<file path="src/rtl/scl_wavegen_pkg.sv">
package scl_wavegen_pkg;
  typedef enum logic [1:0] {
    PH_IDLE = 2'd0,
    PH_LOW  = 2'd1,
    PH_HIGH = 2'd2
  } scl_phase_e;
endpackage

</file>
<file path="src/rtl/scl_cfg_shadow.sv">
// Holds the divider set used by the current SCL period; reloaded only on load.
module scl_cfg_shadow #(
  parameter int DIV_W = 8,
  parameter int PRE_W = 3
) (
  input  logic             clk,
  input  logic             rst_n,
  input  logic             load,
  input  logic [DIV_W-1:0] lo_in,
  input  logic [DIV_W-1:0] hi_in,
  input  logic [PRE_W-1:0] pre_in,
  output logic [DIV_W-1:0] lo_q,
  output logic [DIV_W-1:0] hi_q,
  output logic [PRE_W-1:0] pre_q
);
  always_ff @(posedge clk or negedge rst_n) begin
    if (!rst_n) begin
      lo_q  <= '0;
      hi_q  <= '0;
      pre_q <= '0;
    end else if (load) begin
      lo_q  <= lo_in;
      hi_q  <= hi_in;
      pre_q <= pre_in;
    end
  end
endmodule

</file>
<file path="src/rtl/scl_phase_len.sv">
// Phase length in system cycles: (div << pre) + OFFSET.
module scl_phase_len #(
  parameter int DIV_W  = 8,
  parameter int PRE_W  = 3,
  parameter int OFFSET = 4,
  parameter int LEN_W  = 16
) (
  input  logic [DIV_W-1:0] div,
  input  logic [PRE_W-1:0] pre,
  output logic [LEN_W-1:0] len
);
  always_comb begin
    len = (LEN_W'(div) << pre) + LEN_W'(OFFSET);
  end
endmodule

</file>
<file path="src/rtl/scl_phase_counter.sv">
// Counts advancing cycles of a phase; last marks the final advancing cycle.
module scl_phase_counter #(
  parameter int LEN_W = 16
) (
  input  logic             clk,
  input  logic             rst_n,
  input  logic             clear,
  input  logic             advance,
  input  logic [LEN_W-1:0] len,
  output logic             last,
  output logic [LEN_W-1:0] count
);
  always_comb begin
    last = advance && (count == len - LEN_W'(1));
  end

  always_ff @(posedge clk or negedge rst_n) begin
    if (!rst_n) begin
      count <= '0;
    end else if (clear) begin
      count <= '0;
    end else if (advance) begin
      count <= last ? '0 : count + LEN_W'(1);
    end
  end
endmodule

</file>
<file path="src/rtl/scl_wavegen.sv">
module scl_wavegen
  import scl_wavegen_pkg::*;
#(
  parameter int DIV_W  = 8,
  parameter int PRE_W  = 3,
  parameter int OFFSET = 4
) (
  input  logic             clk,
  input  logic             rst_n,
  input  logic             enable,
  input  logic [DIV_W-1:0] low_div,
  input  logic [DIV_W-1:0] high_div,
  input  logic [PRE_W-1:0] prescale,
  input  logic             scl_sense,
  output logic             scl_pull,
  output logic             in_low,
  output logic             phase_end
);
  localparam int MAX_SHIFT = (1 << PRE_W) - 1;
  localparam int LEN_W     = DIV_W + MAX_SHIFT + 1;

  scl_phase_e       state;
  logic [DIV_W-1:0] lo_q, hi_q, sel_div;
  logic [PRE_W-1:0] pre_q;
  logic [LEN_W-1:0] cur_len, count;
  logic             load, clear, advance, last;

  always_comb begin
    load    = enable && ((state == PH_IDLE) || (state == PH_HIGH && last));
    clear   = !enable || (state == PH_IDLE);
    advance = (state == PH_LOW) || (state == PH_HIGH && scl_sense);
    sel_div = (state == PH_HIGH) ? hi_q : lo_q;
  end

  scl_cfg_shadow #(.DIV_W(DIV_W), .PRE_W(PRE_W)) u_shadow (
    .clk(clk), .rst_n(rst_n), .load(load),
    .lo_in(low_div), .hi_in(high_div), .pre_in(prescale),
    .lo_q(lo_q), .hi_q(hi_q), .pre_q(pre_q)
  );

  scl_phase_len #(.DIV_W(DIV_W), .PRE_W(PRE_W), .OFFSET(OFFSET), .LEN_W(LEN_W)) u_len (
    .div(sel_div), .pre(pre_q), .len(cur_len)
  );

  scl_phase_counter #(.LEN_W(LEN_W)) u_cnt (
    .clk(clk), .rst_n(rst_n), .clear(clear), .advance(advance),
    .len(cur_len), .last(last), .count(count)
  );

  always_ff @(posedge clk or negedge rst_n) begin
    if (!rst_n) begin
      state <= PH_IDLE;
    end else if (!enable) begin
      state <= PH_IDLE;
    end else begin
      unique case (state)
        PH_IDLE: state <= PH_LOW;
        PH_LOW:  if (last) state <= PH_HIGH;
        PH_HIGH: if (last) state <= PH_LOW;
        default: state <= PH_IDLE;
      endcase
    end
  end

  always_comb begin
    scl_pull  = (state == PH_LOW);
    in_low    = (state == PH_LOW);
    phase_end = enable && last;
  end

  // Independent run-length tracker for the low half, used by the checks below.
  logic [LEN_W-1:0] low_run;
  always_ff @(posedge clk or negedge rst_n) begin
    if (!rst_n) low_run <= '0;
    else if (enable && state == PH_LOW && !phase_end) low_run <= low_run + LEN_W'(1);
    else low_run <= '0;
  end

  AST_IDLE_RELEASE: assert property (@(posedge clk) disable iff (!rst_n)
    !enable |=> (!scl_pull && !phase_end));
  AST_LOW_LENGTH: assert property (@(posedge clk) disable iff (!rst_n)
    (phase_end && state == PH_LOW) |->
      (low_run + LEN_W'(1) == (LEN_W'(lo_q) << pre_q) + LEN_W'(OFFSET)));
  AST_SINGLE_STROBE: assert property (@(posedge clk) disable iff (!rst_n)
    phase_end |=> !phase_end);
  AST_LOW_TO_HIGH: assert property (@(posedge clk) disable iff (!rst_n)
    (phase_end && in_low) |=> (!scl_pull && state == PH_HIGH));
  AST_STRETCH_FREEZE: assert property (@(posedge clk) disable iff (!rst_n)
    (enable && state == PH_HIGH && !scl_sense) |=> $stable(count));
  AST_CFG_HOLD: assert property (@(posedge clk) disable iff (!rst_n)
    (enable && state != PH_IDLE && !(state == PH_HIGH && phase_end)) |=>
      ($stable(lo_q) && $stable(hi_q) && $stable(pre_q)));
endmodule

</file>
<file path="config.mk">
export PLATFORM = sky130hd
export DESIGN_NAME = scl_wavegen
export DESIGN_NICKNAME = d
export VERILOG_FILES = /design/src/rtl/scl_wavegen_pkg.sv /design/src/rtl/scl_cfg_shadow.sv /design/src/rtl/scl_phase_len.sv /design/src/rtl/scl_phase_counter.sv /design/src/rtl/scl_wavegen.sv
export SDC_FILE = /design/constraint.sdc
export NUM_CORES = 1
export LEC_CHECK = 0
export ABC_AREA = 1
export BUFFER_PORTS_ARGS = -buffer_cell sky130_fd_sc_hd__buf_2
export CAP_MARGIN = 20
export CORE_MARGIN = 5
export CORE_UTILIZATION = 60
export DETAILED_ROUTE_END_ITERATION = 10
export PLACE_DENSITY = 0.8
export RECOVER_POWER = 25
export SYNTH_ARGS = -nofsm -noshare
export SYNTH_HDL_FRONTEND = slang
export SYNTH_SLANG_ARGS = --single-unit
</file>
<file path="constraint.sdc">
create_clock -name clk -period 3.2 [get_ports clk]
set_input_delay 0 -clock clk [delete_from_list [all_inputs] [get_ports clk]]
set_output_delay 0 -clock clk [all_outputs]
set_load 0.02 [all_outputs]
</file>
[Word-level counts from Yosys, hierarchy flattened]
Cells that the tools add are included.
Word-level totals
  bits in registers: 37
  output and inout port bits: 3
Cells by class
  add/sub/neg operators: 3
  equality and inequality tests: 5
  shift operators: 1
  multiplexer cells: 8
  reduce and logical (&&, ||, !) cells: 12
Operators with widths (count)
  $mux W16: 3
  $add A16 B1 Y16 const B: 1
  $add A16 B3 Y16 const B: 1
  $eq A16 B16 Y1: 1
  $shl A8 B3 Y16: 1
  $sub A16 B1 Y16 const B: 1
  $mux W8: 1
  $mux W2: 3
  $pmux W2 S3: 1
  $logic_and A1 B1 Y1: 5
  $logic_or A1 B1 Y1: 3
  $ne A3 B2 Y1 const B: 1
  $ne A3 B3 Y1 const B: 1
  $eq A2 B1 Y1 const B: 1
  $eq A2 B2 Y1 const B: 1
  $logic_not A2 Y1: 1
  $reduce_and A2 Y1: 1
  $reduce_bool A2 Y1: 1
  $logic_not A1 Y1: 1

[Longest topological paths before layout]
  depth after elaboration: 10
  depth in mapped cells: 23

[Modules after synthesis]
A second synthesis with hierarchy kept.
Second synthesis, totals
  cells, all modules: 556
  area total of the unflattened synthesis: 3360.7 um2
Modules (own cells, without submodules)
  scl_phase_counter: times used 1, cells an instance 313, area an instance 1773.0 um2, seq. area each 400.4 um2
  scl_cfg_shadow: times used 1, cells an instance 80, area an instance 738.2 um2, seq. area each 475.5 um2
  scl_phase_len: times used 1, cells an instance 112, area an instance 608.1 um2, seq. area each 0.0 um2
  scl_wavegen: times used 1, cells an instance 51, area an instance 241.5 um2, seq. area each 50.0 um2

[Least setup slack after synthesis]
No wires, ideal clock.
  path type: register to register
  start point: reg state[1]
  end point: reg state[1]
  data arrival time: 2484 ps
  required time: 3134 ps
  slack: 651 ps
  stages on the path, launching flop included: 21
  cells stage by stage: dfrtp_1 > buf_6 > nand2_4 > buf_12 > nand2_4 > nand3_2 > nand4_2 > ha_1 > inv_1 > nand3_2 > nor2_4 > nand3_1 > nand2_1 > nand2_1 > nor2_1 > nand2_2 > nor2_4 > nand3_4 > nor2_1 > nand2_1 > nand2_1
On the way
  word-level cells in the longest chain between the ends: 9
Ends and longest elaborated chain
  start: declaration: line scl_wavegen.sv:22  | scl_phase_e state;
  start signal: assignment: line scl_wavegen.sv:52  | state <= PH_IDLE;
  start signal: assignment: line scl_wavegen.sv:54  | state <= PH_IDLE;
  start signal: assignment: line scl_wavegen.sv:57  | PH_IDLE: state <= PH_LOW;
  $eq A2 B2 Y1: line scl_wavegen.sv:31, scl_wavegen.sv:32, scl_wavegen.sv:56
  $mux W8: line scl_wavegen.sv:32  | sel_div = (state == PH_HIGH) ? hi_q : lo_q;
  $shl A8 B3 Y16: line scl_phase_len.sv:13  | len = (LEN_W'(div) << pre) + LEN_W'(OFFSET);
  $add A16 B3 Y16: line scl_phase_len.sv:13
  $sub A16 B1 Y16: line scl_phase_counter.sv:14  | last = advance && (count == len - LEN_W'(1));
  $eq A16 B16 Y1: line scl_phase_counter.sv:14
  $logic_and A1 B1 Y1: line scl_phase_counter.sv:14
  $ne A3 B3 Y1 (no line) / $ne A3 B2 Y1 (equally long branches)
  $reduce_and A2 Y1 (no line)
Several ways; a longest one is shown, not always the timed one.
A chain may end at the register's enable or synchronous reset.

[Final worst setup path]
  start point: reg state[0]
  end point: out phase_end
On the way
  word-level cells in the longest chain between the ends: 8
Ends and longest elaborated chain
  $eq A2 B2 Y1: line scl_wavegen.sv:31, scl_wavegen.sv:32
  $mux W8: line scl_wavegen.sv:32
  $shl A8 B3 Y16: line scl_phase_len.sv:13
  $add A16 B3 Y16: line scl_phase_len.sv:13
  $sub A16 B1 Y16: line scl_phase_counter.sv:14
  $eq A16 B16 Y1: line scl_phase_counter.sv:14
  $logic_and A1 B1 Y1 (*): line scl_phase_counter.sv:14
  $logic_and A1 B1 Y1 (*): line scl_wavegen.sv:68  | phase_end = enable && last;
  end: declaration: line scl_wavegen.sv:17  | output logic phase_end
Every way passes the cells marked *; elsewhere a longest branch is shown, timed or not.

==> reports/qor.yml <==
outcome: "complete, but fails checks"
violations: "max-capacitance violations, max-slew violations"
r2r_start: "state[0]"
htreeDepth: 2
grt_usage: 0.2497
die_h_um: 81.64
fin_ws_ns: 0.2336
crit_path_cell_trace: "inv_2 > nand2_4 > nand2_2 > nand3_2 > nor2_4 > nand2_2 > ha_2 > inv_1 > nand3_2 > nor2_4 > buf_4 > nand3_1 > nand2_1 > nand2_1 > nand2_1 > nand2_1 > nor2_2 > nand3_4 > nor2_2 > buf_2"
insertion_delay_ns: 0.29
ys_types: 30
p_per_area_nw_per_um2: 520.4
ios: 26
cts.clk_slew.worst_paths_ns: 0.07
place_ws_ns: 0.1482
vias: 3013
p_sw_w: 0.0007725
start_util: 0.6107
p_clk_frac: 0.228
hpwl_mm: 5.578
ys_seq_area_frac: 0.3007
ys_warn_count: 0
yosys.area.top_type: "dfrtp_1"
fin_area_um2: 3530
nets: 501
synthFlopType: "dfrtp_1"
syn2layout_area_growth_pct: 14.63
max_freq_ghz: 0.3371
regArea_um2: 925.9
drc: 0
seq_power_share: 0.311
switching_share: 0.4205
critical_path_buf_inv_count: 4
cp_top_family: "simple AND/OR/NAND/NOR gates"
synth_common_cells: "130 x nand2_1, 87 x nand3_1, 39 x inv_1"
endpoint_kind: "output pin"
rr_worst_depth: 23
crit_type: "reg2out"
syn-num-nets: 457
crit_start: "state[0]"
fin_crit_sh: 0.9270
dpl_cell_area_um2: 3183
die_area_um2: 6665
yosys-top-cells-area: "dfrtp_1 30%, nand2_1 16%, nand3_1 14%"
synth_most_common_cell: "nand2_1"
clk_path_buf_depth: 2
grt_overflow: 0
synth-seq-cells: 37
whs_path_depth: 3
detail-route-antenna-nets: 0
firstDrtPassIters: 5
crit_arrival_ns: 2.97
grt_pass1_wl_mm: 12.97
hold_class: "in2reg"
tightest_slew_ns: 1.999
async_flop_share: 1.000
synth_area_um2: 3079
wirelength_mm: 7.615
finClkSkew_ns: 0.006209
coreArea_um2: 5042
maxCapViolations: 1
io_buffers: 25
period_needed_ns: 2.966
slowest_stage: "dfrtp_1"
start_kind: "register"
cts_inserted_buffers: 5
worst_ep_required_time_ns: 3.20
grt_pass1_vias: 2944
finalSetupViolCount: 0
cts_sinks: 37
num_antenna_cells: 0
routed_via_density: 5.508
holdWs_ns: 0.02580
yosysTopAreaCellShare: 0.3007
holdPathEnd: "state[0]"
max_slew_margin: -0.3325
timing.rr.end: "u_shadow.pre_q[2]"
pwr-share-comb: 0.460
hold_start: "enable"
multi_input_area_um2: 1821
drive_above_1_share: 0.2117
rrSetupSlack_ns: 0.24
ir_worst_vdd_mv: 0.3293
drt_iter0_markers: 327
total_power_w: 0.001837
routabilityCongestion: 0.9606
cts_tree: "yes"
final-hold-violation-count: 0
synth_edf_count: 0
fill_cells: 413
max_stage_delay_ns: 0.41
slew_violations: 38
die_w_um: 81.64
synthCells: 432
p_int_w: 0.001064
p_leak_nw: 1.715
rows: 26
grt_max_degree: 38
wl_per_cell_um: 13.92
synth_area_per_cell_um2: 7.128
cts_root_buf: "clkbuf_8"
path_max_fanout: 7
worst_path_most_repeated_cell: "nand2_1"
antenna_found_initial: 0
[timing repair]
action,4_1_cts,5_1_grt
setup endpoints to repair,0,33
hold buffers,20,0
hold endpoints to repair,56,0
setup buffers,0,1
gates resized for setup,0,8
[sequential cells by signal, indices dropped and copies added, names as in the netlist]
name,flops
u_shadow.lo_q,8
u_shadow.pre_q,3
u_shadow.hi_q,8
state,2
u_cnt.count,16
[power groups by stage]
stage / sequential (W) / combinational (W) / clock, W
floorplan: 0.000565 / 0.000649 / 0
global placement: 0.000575 / 0.000778 / 0
detailed placement: 0.000577 / 0.000792 / 0
CTS: 0.000568 / 0.000816 / 0.000428
global route: 0.000577 / 0.000947 / 0.000439
finish: 0.000572 / 0.000846 / 0.000420
[through the flow]
stage               setup TNS, ns  cells    util
global route             -0.01735    547  0.7000
CTS                             0    546  0.6940
global placement                0    518  0.6313
finish                          0    547  0.7000
floorplan                       0    432       -
detailed placement              0    518  0.6313
[final cells by class]
class,count,share of cell area
sequential,37,0.2623
multi-input combinational,332,0.5158
timing repair buffer,57,0.1184
inverter,43,0.04573
clock inverter,1,0.008508
clock buffer,7,0.02446
tap,70,0.02481
[kinds of logic after synthesis]
logic type               synth area share
AND/OR/NAND/NOR                    0.4774
buffers and inverters              0.1146
flip-flops                         0.3007
AO/OA/AOI/OAI                     0.04795
XOR/XNOR                          0.05120
adder cells (fa/ha/maj)          0.008125
[cells in the final DEF, fill, tap and decap left out]
master,netlist,layout
nor2_4,4,5
o21ai_2,1,1
clkbuf_1,2,2
nor2_2,4,6
ha_1,2,1
buf_4,6,11
nand2_4,5,5
nand3_1,87,87
a21oi_4,1,1
nand2_1,130,128
nor3_1,4,4
xor2_1,17,17
nor2_1,19,16
xnor2_1,1,1
nand4_1,3,3
clkbuf_8,1,6
o22ai_1,14,14
nand2_2,10,12
inv_1,39,39
buf_2,2,24
o21ai_0,6,6
nand4_2,1,1
dfrtp_1,37,37
ha_2,0,1
buf_6,6,1
nand3_4,2,2
dlygate4sd3_1,0,20
nand3_2,20,20
a21oi_1,1,1
inv_2,4,4
bufinv_16,0,1
[worst max-delay path by stage]
stage | endpoint | slack (ns) | depth (start not counted)
after floorplan | state[1] | 0.65 | 20
after global placement | u_cnt.count[4] | 0.29 | 19
after detailed placement | u_cnt.count[5] | 0.15 | 19
after CTS | u_cnt.count[13] | 0.13 | 19
after global routing | u_shadow.pre_q[2] | -0.007 | 23
final | phase_end | 0.23 | 20
[per-layer routing]
metal / global-route usage / part of all wire
met3: 0.03728 / 0.061
met2: 0.4186 / 0.49
met5: 0 / 0
met4: 0.08970 / 0.018
met1: 0.3276 / 0.44
[worst min-delay path: cells and delay by family]
kind                   cells  cell delay [ns]
and+or+nand+nor            2             0.15
buffers and inverters      1             0.12
Note: power is estimated with default switching activity, not from simulation.
